$ cat config.mk
export PLATFORM = sky130hd
export DESIGN_NAME = chgpath_supervisor
export DESIGN_NICKNAME = d
export VERILOG_FILES = /design/src/rtl/chgpath_pkg.sv /design/src/rtl/chgpath_sync.sv /design/src/rtl/chgpath_ctrl.sv /design/src/rtl/chgpath_datapath.sv /design/src/rtl/chgpath_supervisor.sv
export SDC_FILE = /design/constraint.sdc
export NUM_CORES = 1
export LEC_CHECK = 0
export ABC_CLOCK_PERIOD_IN_PS = 2500
export BUFFER_PORTS_ARGS = -buffer_cell sky130_fd_sc_hd__buf_4
export CORE_UTILIZATION = 52
export CTS_BUF_LIST = sky130_fd_sc_hd__clkbuf_4 sky130_fd_sc_hd__clkbuf_8 sky130_fd_sc_hd__clkbuf_16
export DETAILED_ROUTE_END_ITERATION = 16
export PLACE_DENSITY_LB_ADDON = 0.12
export SLEW_MARGIN = 40
export SYNTH_ARGS = -nofsm -noshare
export SYNTH_HDL_FRONTEND = slang
export SYNTH_HIERARCHICAL = 1
export SYNTH_SLANG_ARGS = --single-unit
$ cat constraint.sdc
create_clock -name clk -period 2.5 [get_ports clk]
set_clock_uncertainty 0.1 [all_clocks]
set_input_delay 0.5 -clock clk [delete_from_list [all_inputs] [get_ports clk]]
set_output_delay 0.5 -clock clk [all_outputs]
set_load 0.05 [all_outputs]
$ cat src/rtl/chgpath_pkg.sv
package chgpath_pkg;
  // Strobes from the control half to the datapath half, one cycle each.
  typedef struct packed {
    logic loadChg;
    logic expireChg;
    logic loadPath;
    logic setDiode;
    logic clearDiode;
  } ctrlStrobes_t;
endpackage

$ cat src/rtl/chgpath_sync.sv
module chgpath_sync #(
  parameter int WIDTH = 1
) (
  input  logic             clk,
  input  logic             rst_n,
  input  logic [WIDTH-1:0] din,
  output logic [WIDTH-1:0] dout
);
  for (genvar b = 0; b < WIDTH; b++) begin : g_bit
    logic [1:0] stages;
    always_ff @(posedge clk or negedge rst_n) begin
      if (!rst_n) stages <= '0;
      else        stages <= {stages[0], din[b]};
    end
    assign dout[b] = stages[1];
  end
endmodule

$ cat src/rtl/chgpath_ctrl.sv
module chgpath_ctrl
  import chgpath_pkg::*;
#(
  parameter int WD_CYCLES = 1000
) (
  input  logic         clk,
  input  logic         rst_n,
  input  logic         chgWrEn,
  input  logic         pathWrEn,
  input  logic         lowPwrSync,
  output ctrlStrobes_t strobes,
  output logic         wdZero
);
  localparam int CNT_W = (WD_CYCLES > 2) ? $clog2(WD_CYCLES) : 1;
  localparam logic [CNT_W-1:0] RELOAD = CNT_W'(WD_CYCLES - 1);

  logic [CNT_W-1:0] wdCnt;

  // Refresh countdown: reload on every charge write, rest at zero.
  always_ff @(posedge clk or negedge rst_n) begin
    if (!rst_n)             wdCnt <= '0;
    else if (chgWrEn)       wdCnt <= RELOAD;
    else if (wdCnt != '0)   wdCnt <= wdCnt - 1'b1;
  end

  assign wdZero = (wdCnt == '0);

  always_comb begin
    strobes.loadChg    = chgWrEn;
    strobes.expireChg  = !chgWrEn && wdZero;
    strobes.loadPath   = pathWrEn;
    strobes.setDiode   = lowPwrSync;             // set wins over clear
    strobes.clearDiode = pathWrEn && !lowPwrSync;
  end
endmodule

$ cat src/rtl/chgpath_datapath.sv
module chgpath_datapath
  import chgpath_pkg::*;
#(
  parameter int NUM_BAT = 2
) (
  input  logic               clk,
  input  logic               rst_n,
  input  ctrlStrobes_t       strobes,
  input  logic [NUM_BAT-1:0] chgWrData,
  input  logic [NUM_BAT:0]   pathWrData,
  input  logic               adapterOkSync,
  input  logic               lowPwrSync,
  input  logic [NUM_BAT:0]   supplySync,
  output logic [NUM_BAT-1:0] chgEn,
  output logic [NUM_BAT-1:0] chgSelStatus,
  output logic [NUM_BAT:0]   inSwEn,
  output logic [NUM_BAT:0]   outSwEn,
  output logic               diodeMode
);
  localparam int NUM_SRC = NUM_BAT + 1;

  logic [NUM_BAT-1:0] chgSel;
  logic [NUM_SRC-1:0] pathSel;
  logic               diodeFlag;

  always_ff @(posedge clk or negedge rst_n) begin
    if (!rst_n)                 chgSel <= '0;
    else if (strobes.loadChg)   chgSel <= chgWrData;
    else if (strobes.expireChg) chgSel <= '0;
  end

  always_ff @(posedge clk or negedge rst_n) begin
    if (!rst_n)                pathSel <= '0;
    else if (strobes.loadPath) pathSel <= pathWrData;
  end

  always_ff @(posedge clk or negedge rst_n) begin
    if (!rst_n)                  diodeFlag <= 1'b0;
    else if (strobes.setDiode)   diodeFlag <= 1'b1;
    else if (strobes.clearDiode) diodeFlag <= 1'b0;
  end

  for (genvar s = 0; s < NUM_SRC; s++) begin : g_src
    assign outSwEn[s] = lowPwrSync | pathSel[s];
    assign inSwEn[s]  = lowPwrSync ? supplySync[s] : pathSel[s];
  end

  for (genvar b = 0; b < NUM_BAT; b++) begin : g_bat
    assign chgEn[b] = chgSel[b] & adapterOkSync;
  end

  assign chgSelStatus = chgSel;
  assign diodeMode    = diodeFlag;
endmodule

$ cat src/rtl/chgpath_supervisor.sv
module chgpath_supervisor
  import chgpath_pkg::*;
#(
  parameter int NUM_BAT   = 2,
  parameter int WD_CYCLES = 1000
) (
  input  logic               clk,
  input  logic               rst_n,
  input  logic               chgWrEn,
  input  logic [NUM_BAT-1:0] chgWrData,
  input  logic               pathWrEn,
  input  logic [NUM_BAT:0]   pathWrData,
  input  logic               adapterOkRaw,
  input  logic               lowPwrRaw,
  input  logic [NUM_BAT:0]   supplyRaw,
  output logic [NUM_BAT-1:0] chgEn,
  output logic [NUM_BAT-1:0] chgSelStatus,
  output logic [NUM_BAT:0]   inSwEn,
  output logic [NUM_BAT:0]   outSwEn,
  output logic               diodeMode
);
  localparam int SYNC_W = NUM_BAT + 3;

  logic [SYNC_W-1:0] flagSync;
  logic              adapterOkSync;
  logic              lowPwrSync;
  logic [NUM_BAT:0]  supplySync;
  ctrlStrobes_t      strobes;
  logic              wdZero;

  chgpath_sync #(.WIDTH(SYNC_W)) u_sync (
    .clk  (clk),
    .rst_n(rst_n),
    .din  ({supplyRaw, lowPwrRaw, adapterOkRaw}),
    .dout (flagSync)
  );

  assign adapterOkSync = flagSync[0];
  assign lowPwrSync    = flagSync[1];
  assign supplySync    = flagSync[SYNC_W-1:2];

  chgpath_ctrl #(.WD_CYCLES(WD_CYCLES)) u_ctrl (
    .clk       (clk),
    .rst_n     (rst_n),
    .chgWrEn   (chgWrEn),
    .pathWrEn  (pathWrEn),
    .lowPwrSync(lowPwrSync),
    .strobes   (strobes),
    .wdZero    (wdZero)
  );

  chgpath_datapath #(.NUM_BAT(NUM_BAT)) u_dp (
    .clk          (clk),
    .rst_n        (rst_n),
    .strobes      (strobes),
    .chgWrData    (chgWrData),
    .pathWrData   (pathWrData),
    .adapterOkSync(adapterOkSync),
    .lowPwrSync   (lowPwrSync),
    .supplySync   (supplySync),
    .chgEn        (chgEn),
    .chgSelStatus (chgSelStatus),
    .inSwEn       (inSwEn),
    .outSwEn      (outSwEn),
    .diodeMode    (diodeMode)
  );
endmodule

# Yosys cells after proc, flatten, opt, wreduce, memory -nomap -nowiden
# Cells that the tools add are included.
[op_classes]
add_sub_neg = 1
mux = 9
n_bitwise = 5
n_reduce_logical = 9
[ops]
columns = ["cell", "n"]
rows = [
  ["10-bit two-way mux", 2],
  ["10-bit zero test", 1],
  ["10-bit nonzero test", 1],
  ["10-bit by 1-bit subtractor with 10-bit output, second input constant", 1],
  ["2-bit nonzero test", 3],
  ["1-bit two-way mux", 5],
  ["2-bit two-way mux", 2],
  ["1-bit bitwise OR", 3],
  ["1-bit bitwise AND", 2],
  ["1-bit logical AND", 2],
  ["1-bit zero test", 2],
]
[totals]
register_bits = 26
out_inout_bits = 11
elab_cells = 33

# Logic depth before layout (Yosys ltp)
[logic_depth]
word_depth = 4
depth_mapped = 6

# By module
# Netlist, hierarchy kept.
[by_module_without_submodules]
columns = ["module", "n_inst", "cells_each", "area_per_inst_um2"]
rows = [
  ["chgpath_ctrl", 1, 64, 596.8],
  ["chgpath_datapath", 1, 25, 290.3],
  ["chgpath_sync", 1, 15, 287.8],
]

# Worst setup path before layout
# Ideal clock, no wire load.
[synth_path]
path_type = "reg2reg"
from = "register u_ctrl.wdCnt[0]"
to = "register u_ctrl.wdCnt[6]"
setup_ps = 132
arrival_ps = 1665
required_ps = 2268
path_slack_ps = 603
path_stages_with_launch = 7
path_buffers = 1
period_less_slack_ps = 1897
cell_sequence = "dfrtp_1 -> inv_1 -> ha_1 -> or4b_1 -> buf_2 -> o21ai_1 -> or3b_1"
[synth_between]
elab_chain_cells = 3
[synth_rtl]
columns = ["item", "line_no", "text"]
rows = [
  ["from (decl)", "chgpath_ctrl.sv:17", "logic [CNT_W-1:0] wdCnt;"],
  ["from (signal assigned)", "chgpath_ctrl.sv:23", "else if (wdCnt != '0) wdCnt <= wdCnt - 1'b1;"],
  ["10-bit by 1-bit subtractor with 10-bit output", "chgpath_ctrl.sv:23", ""],
  ["10-bit two-way mux", "chgpath_ctrl.sv:23", ""],
  ["10-bit two-way mux", "chgpath_ctrl.sv:22", "else if (chgWrEn) wdCnt <= RELOAD;"],
]
# Several ways; a longest one is shown, not always the timed one. The select of a mux whose other input is x is not followed.
# A chain may end at the register's enable or synchronous reset.

==> metrics.txt <==
# TYPE chip_impl_metric gauge
chip_impl_metric{name="required_arrival_time_at_the_worst_endpoint",unit="ps"} 2620
chip_impl_metric{name="post-synth-top-area-fraction",unit=""} 0.554
chip_impl_metric{name="gp_congestion",unit=""} 0.824
chip_impl_metric{name="via_per_inst",unit=""} 5.64
chip_impl_metric{name="synth.cell_area",unit="um2"} 1170
chip_impl_metric{name="drtIter0Drc",unit=""} 18
chip_impl_metric{name="multiInputGateArea",unit="um2"} 422
chip_impl_metric{name="full_die_area",unit="um2"} 2450
chip_impl_info{name="gr-max-usage-layer",value="met2"} 1
chip_impl_metric{name="place.detailed.hpwl",unit="um"} 1480
chip_impl_metric{name="finalSetupViolCount",unit=""} 0
chip_impl_metric{name="timing_max_transition_violations_final",unit=""} 0
chip_impl_info{name="critical-path-top-delay-family",value="simple AND/OR/NAND/NOR gates"} 1
chip_impl_info{name="outcome",value="finished clean"} 1
chip_impl_metric{name="slowest_stage_delay_cp",unit="ps"} 610
chip_impl_metric{name="use_met2",unit=""} 0.286
chip_impl_metric{name="gr-total-overflow",unit=""} 0
chip_impl_metric{name="pre_repair_dr_iteration_count",unit=""} 5
chip_impl_metric{name="synth.lib_cells_used.distinct",unit=""} 37
chip_impl_metric{name="avgSynthCellArea",unit="um2"} 11.3
chip_impl_metric{name="antenna-diode-count",unit=""} 0
chip_impl_info{name="reg2reg_launch_point",value="u_ctrl/wdCnt[0]$_DFFE_PN0N_"} 1
chip_impl_metric{name="port-buffer-count",unit=""} 24
chip_impl_metric{name="die_w",unit="um"} 49.5
chip_impl_metric{name="final-seq-area",unit="um2"} 651
chip_impl_metric{name="die_height",unit="um"} 49.5
chip_impl_metric{name="timing.fmax",unit="GHz"} 0.480
chip_impl_metric{name="grt_first_pass_wirelength",unit="um"} 3450
chip_impl_metric{name="final_clock_period_utilization_by_the_worst_path",unit=""} 0.834
chip_impl_info{name="timing_worst_setup_path_type",value="flip-flop to flip-flop"} 1
chip_impl_metric{name="use_met1",unit=""} 0.264
chip_impl_metric{name="numCtsBuffers",unit=""} 3
chip_impl_metric{name="slew_worst_pin",unit="ps"} 615
chip_impl_metric{name="ir_drop",unit="uV"} 430
chip_impl_info{name="grt_setup_unrepaired",value="false"} 1
chip_impl_metric{name="via_count_of_the_first_global_routing_pass",unit=""} 771
chip_impl_metric{name="synth_sequential_area_ratio",unit=""} 0.554
chip_impl_info{name="r2r-end",value="u_dp/chgSelStatus[1]$_DFFE_PN0P_"} 1
chip_impl_metric{name="h-tree-depth",unit=""} 1
chip_impl_metric{name="clock-sinks",unit=""} 26
chip_impl_metric{name="floorplan.initialDensity",unit=""} 0.575
chip_impl_metric{name="placementRows",unit=""} 16
chip_impl_metric{name="drt_drc_violations_left",unit=""} 0
chip_impl_info{name="crit_end",value="u_dp/chgSelStatus[1]$_DFFE_PN0P_"} 1
chip_impl_metric{name="crit_arrival",unit="ps"} 2200
chip_impl_metric{name="via_count",unit=""} 835
chip_impl_metric{name="detail_route.wl_per_cell",unit="um"} 13.9
chip_impl_metric{name="postCtsSetupRepairBufs",unit=""} 0
chip_impl_metric{name="grt_start_max_net_pins",unit=""} 27
chip_impl_metric{name="synth-edff-count",unit=""} 0
chip_impl_metric{name="fin_util",unit=""} 0.673
chip_impl_metric{name="postPlaceCellArea",unit="um2"} 1310
chip_impl_metric{name="worst-path-stages",unit=""} 5
chip_impl_info{name="hp-class",value="primary input to flip-flop"} 1
chip_impl_metric{name="ff2ff_path_depth",unit=""} 5
chip_impl_metric{name="drive_gt1_frac",unit=""} 0.273
chip_impl_info{name="most_common_cell_after_layout_fill_and_taps_aside",value="dfrtp_1"} 1
chip_impl_info{name="ctsRootBufferMaster",value="clkbuf_4"} 1
chip_impl_metric{name="design.core.area",unit="um2"} 2040
chip_impl_metric{name="critical_path_peak_fanout",unit=""} 7
chip_impl_metric{name="timing.max_cap.violations",unit=""} 0
chip_impl_metric{name="timing.reg2reg.setup_slack",unit="ps"} 420
chip_impl_metric{name="timing.hold.ws",unit="ps"} 162
chip_impl_info{name="netlist_top_cells_area",value="dfrtp_1 55%, buf_4 5.1%, o21ai_0 3.0%"} 1
chip_impl_metric{name="finalWirelength",unit="um"} 2060
chip_impl_metric{name="yosysWarnings",unit=""} 6
chip_impl_metric{name="clk_pin_slew_worst_paths",unit="ps"} 140
chip_impl_info{name="crit_path_cell_trace",value="inv_1 -> ha_1 -> or4b_1 -> nor4_1 -> o21ai_0"} 1
chip_impl_info{name="worst_path_max_delay_cell",value="or4b_1"} 1
chip_impl_metric{name="max_slew_margin",unit=""} 0.586
chip_impl_metric{name="worst_skew_pair.late_latency",unit="ps"} 330
chip_impl_info{name="setup.worst_path.start",value="u_ctrl/wdCnt[0]$_DFFE_PN0N_"} 1
chip_impl_info{name="worst_setup_path_end_kind",value="flip-flop"} 1
chip_impl_metric{name="synth_async_sr_flop_share",unit=""} 1.00
chip_impl_info{name="yosys_most_used_dff",value="dfrtp_1"} 1
chip_impl_metric{name="nets_in_the_synthesized_netlist",unit=""} 119
chip_impl_info{name="mostFrequentLayoutCells",value="26 x dfrtp_1, 24 x buf_4, 7 x inv_1, 7 x o21ai_0, 4 x nor4_1"} 1
chip_impl_metric{name="design_power_total",unit="mW"} 0.883
chip_impl_metric{name="preCtsSetupSlack",unit="ps"} 443
chip_impl_metric{name="max-clock-path-buffers",unit=""} 2
chip_impl_metric{name="placed_instances",unit=""} 143
chip_impl_metric{name="setup_slack",unit="ps"} 416
chip_impl_info{name="synth_largest_area_cell",value="dfrtp_1"} 1
chip_impl_metric{name="postSynthCellCount",unit=""} 104
chip_impl_metric{name="detail-route-antenna-nets",unit=""} 0
chip_impl_metric{name="finalNonFillerCells",unit=""} 148
chip_impl_metric{name="hold_viol_final",unit=""} 0
chip_impl_metric{name="p_leak",unit="nW"} 0.563
chip_impl_metric{name="area.growth.synth_to_final",unit="%"} 17.0
chip_impl_info{name="timing.critical_path.from_type",value="flip-flop"} 1
chip_impl_metric{name="total_global_routing_track_utilization",unit=""} 0.193
chip_impl_metric{name="initial_antenna_violation_count",unit=""} 0
chip_impl_metric{name="power_density",unit="nW/um2"} 642
chip_impl_metric{name="io-pin-count",unit=""} 25
chip_impl_metric{name="layout.filler_cells",unit=""} 172
chip_impl_metric{name="period_minus_slack",unit="ps"} 2080
chip_impl_metric{name="synth_seq_cells",unit=""} 26
chip_impl_metric{name="nets",unit=""} 137
chip_impl_metric{name="cp_num_buf_inv",unit=""} 1
chip_impl_info{name="tritoncts_clock_tree",value="done"} 1
chip_impl_metric{name="setup_tns",unit="ps"} 0
chip_impl_metric{name="fin_area",unit="um2"} 1380
chip_impl_metric{name="grt_util_met3",unit=""} 0.0401
==> cell families (layout without fill, tap and decap cells) <==
| group | Yosys count | count (layout) | synth area share |
|---|---|---|---|
| compound gates | 23 | 23 | 0.134 |
| fa+ha+maj | 1 | 1 | 0.0106 |
| buf+inv | 19 | 36 | 0.0873 |
| flops | 26 | 26 | 0.554 |
| mux | 6 | 6 | 0.0575 |
| simple gates | 29 | 29 | 0.157 |
==> metal layers <==
metal	share of wire	routed length, um
met2	0.47	960
met3	0.078	161
met4	0.017	35
met5	0	0
met1	0.44	904
==> Yosys cell counts (all sizes together) (2+ instances only) <==
master,instances
a21oi,2
a31oi,2
and2,2
buf,10
clkbuf,2
dfrtp,26
inv,7
mux2,6
nand2,3
nand2b,3
nor3,4
nor4,4
nor4b,2
o211ai,2
o21ai,9
or2,3
or4,2
==> where the power goes <==
group / leakage, nW / switching, mW / internal, mW
clock network: 0.0279 / 0.127 / 0.162
logic: 0.248 / 0.0858 / 0.0518
registers: 0.288 / 0.0146 / 0.441
total: 0.563 / 0.228 / 0.656
==> state kept, by name (all words and copies together) (netlist names) <==
name	count
u_dp/diodeMode	1
u_dp/pathSel	3
u_sync/g_bit.stages	10
u_ctrl/wdCnt	10
u_dp/chgSelStatus	2
==> worst min-delay path by stage <==
stage / start / to / slack, ps / cells after the start
floorplan: rst_n / u_ctrl/wdCnt[0]$_DFFE_PN0N_ / 100 / 0
global placement: u_sync/g_bit[3].stages[0]$_DFF_PN0_ / u_sync/g_bit[3].stages[1]$_DFF_PN0_ / 230 / 0
detailed placement: u_sync/g_bit[4].stages[0]$_DFF_PN0_ / u_sync/g_bit[4].stages[1]$_DFF_PN0_ / 230 / 0
CTS: adapterOkRaw / u_sync/g_bit[0].stages[0]$_DFF_PN0_ / 150 / 1
global route: adapterOkRaw / u_sync/g_bit[0].stages[0]$_DFF_PN0_ / 130 / 1
finish: lowPwrRaw / u_sync/g_bit[1].stages[0]$_DFF_PN0_ / 160 / 1
==> timing repair <==
| item | 4_1_cts | 5_1_grt |
|---|---|---|
| resized for setup | 0 | 0 |
| hold buffers | 1 | 0 |
| hold endpoints to repair | 26 | 0 |
==> layout make-up <==
| cell class | count | share of cell area |
|---|---|---|
| sequential | 26 | 0.473 |
| multi-input combinational | 59 | 0.307 |
| timing repair buffer | 25 | 0.138 |
| tap | 27 | 0.0246 |
| clock inverter | 1 | 0.0218 |
| inverter | 7 | 0.0191 |
| clock buffer | 3 | 0.0164 |
No activity file was read; power rests on OpenSTA's default activity.
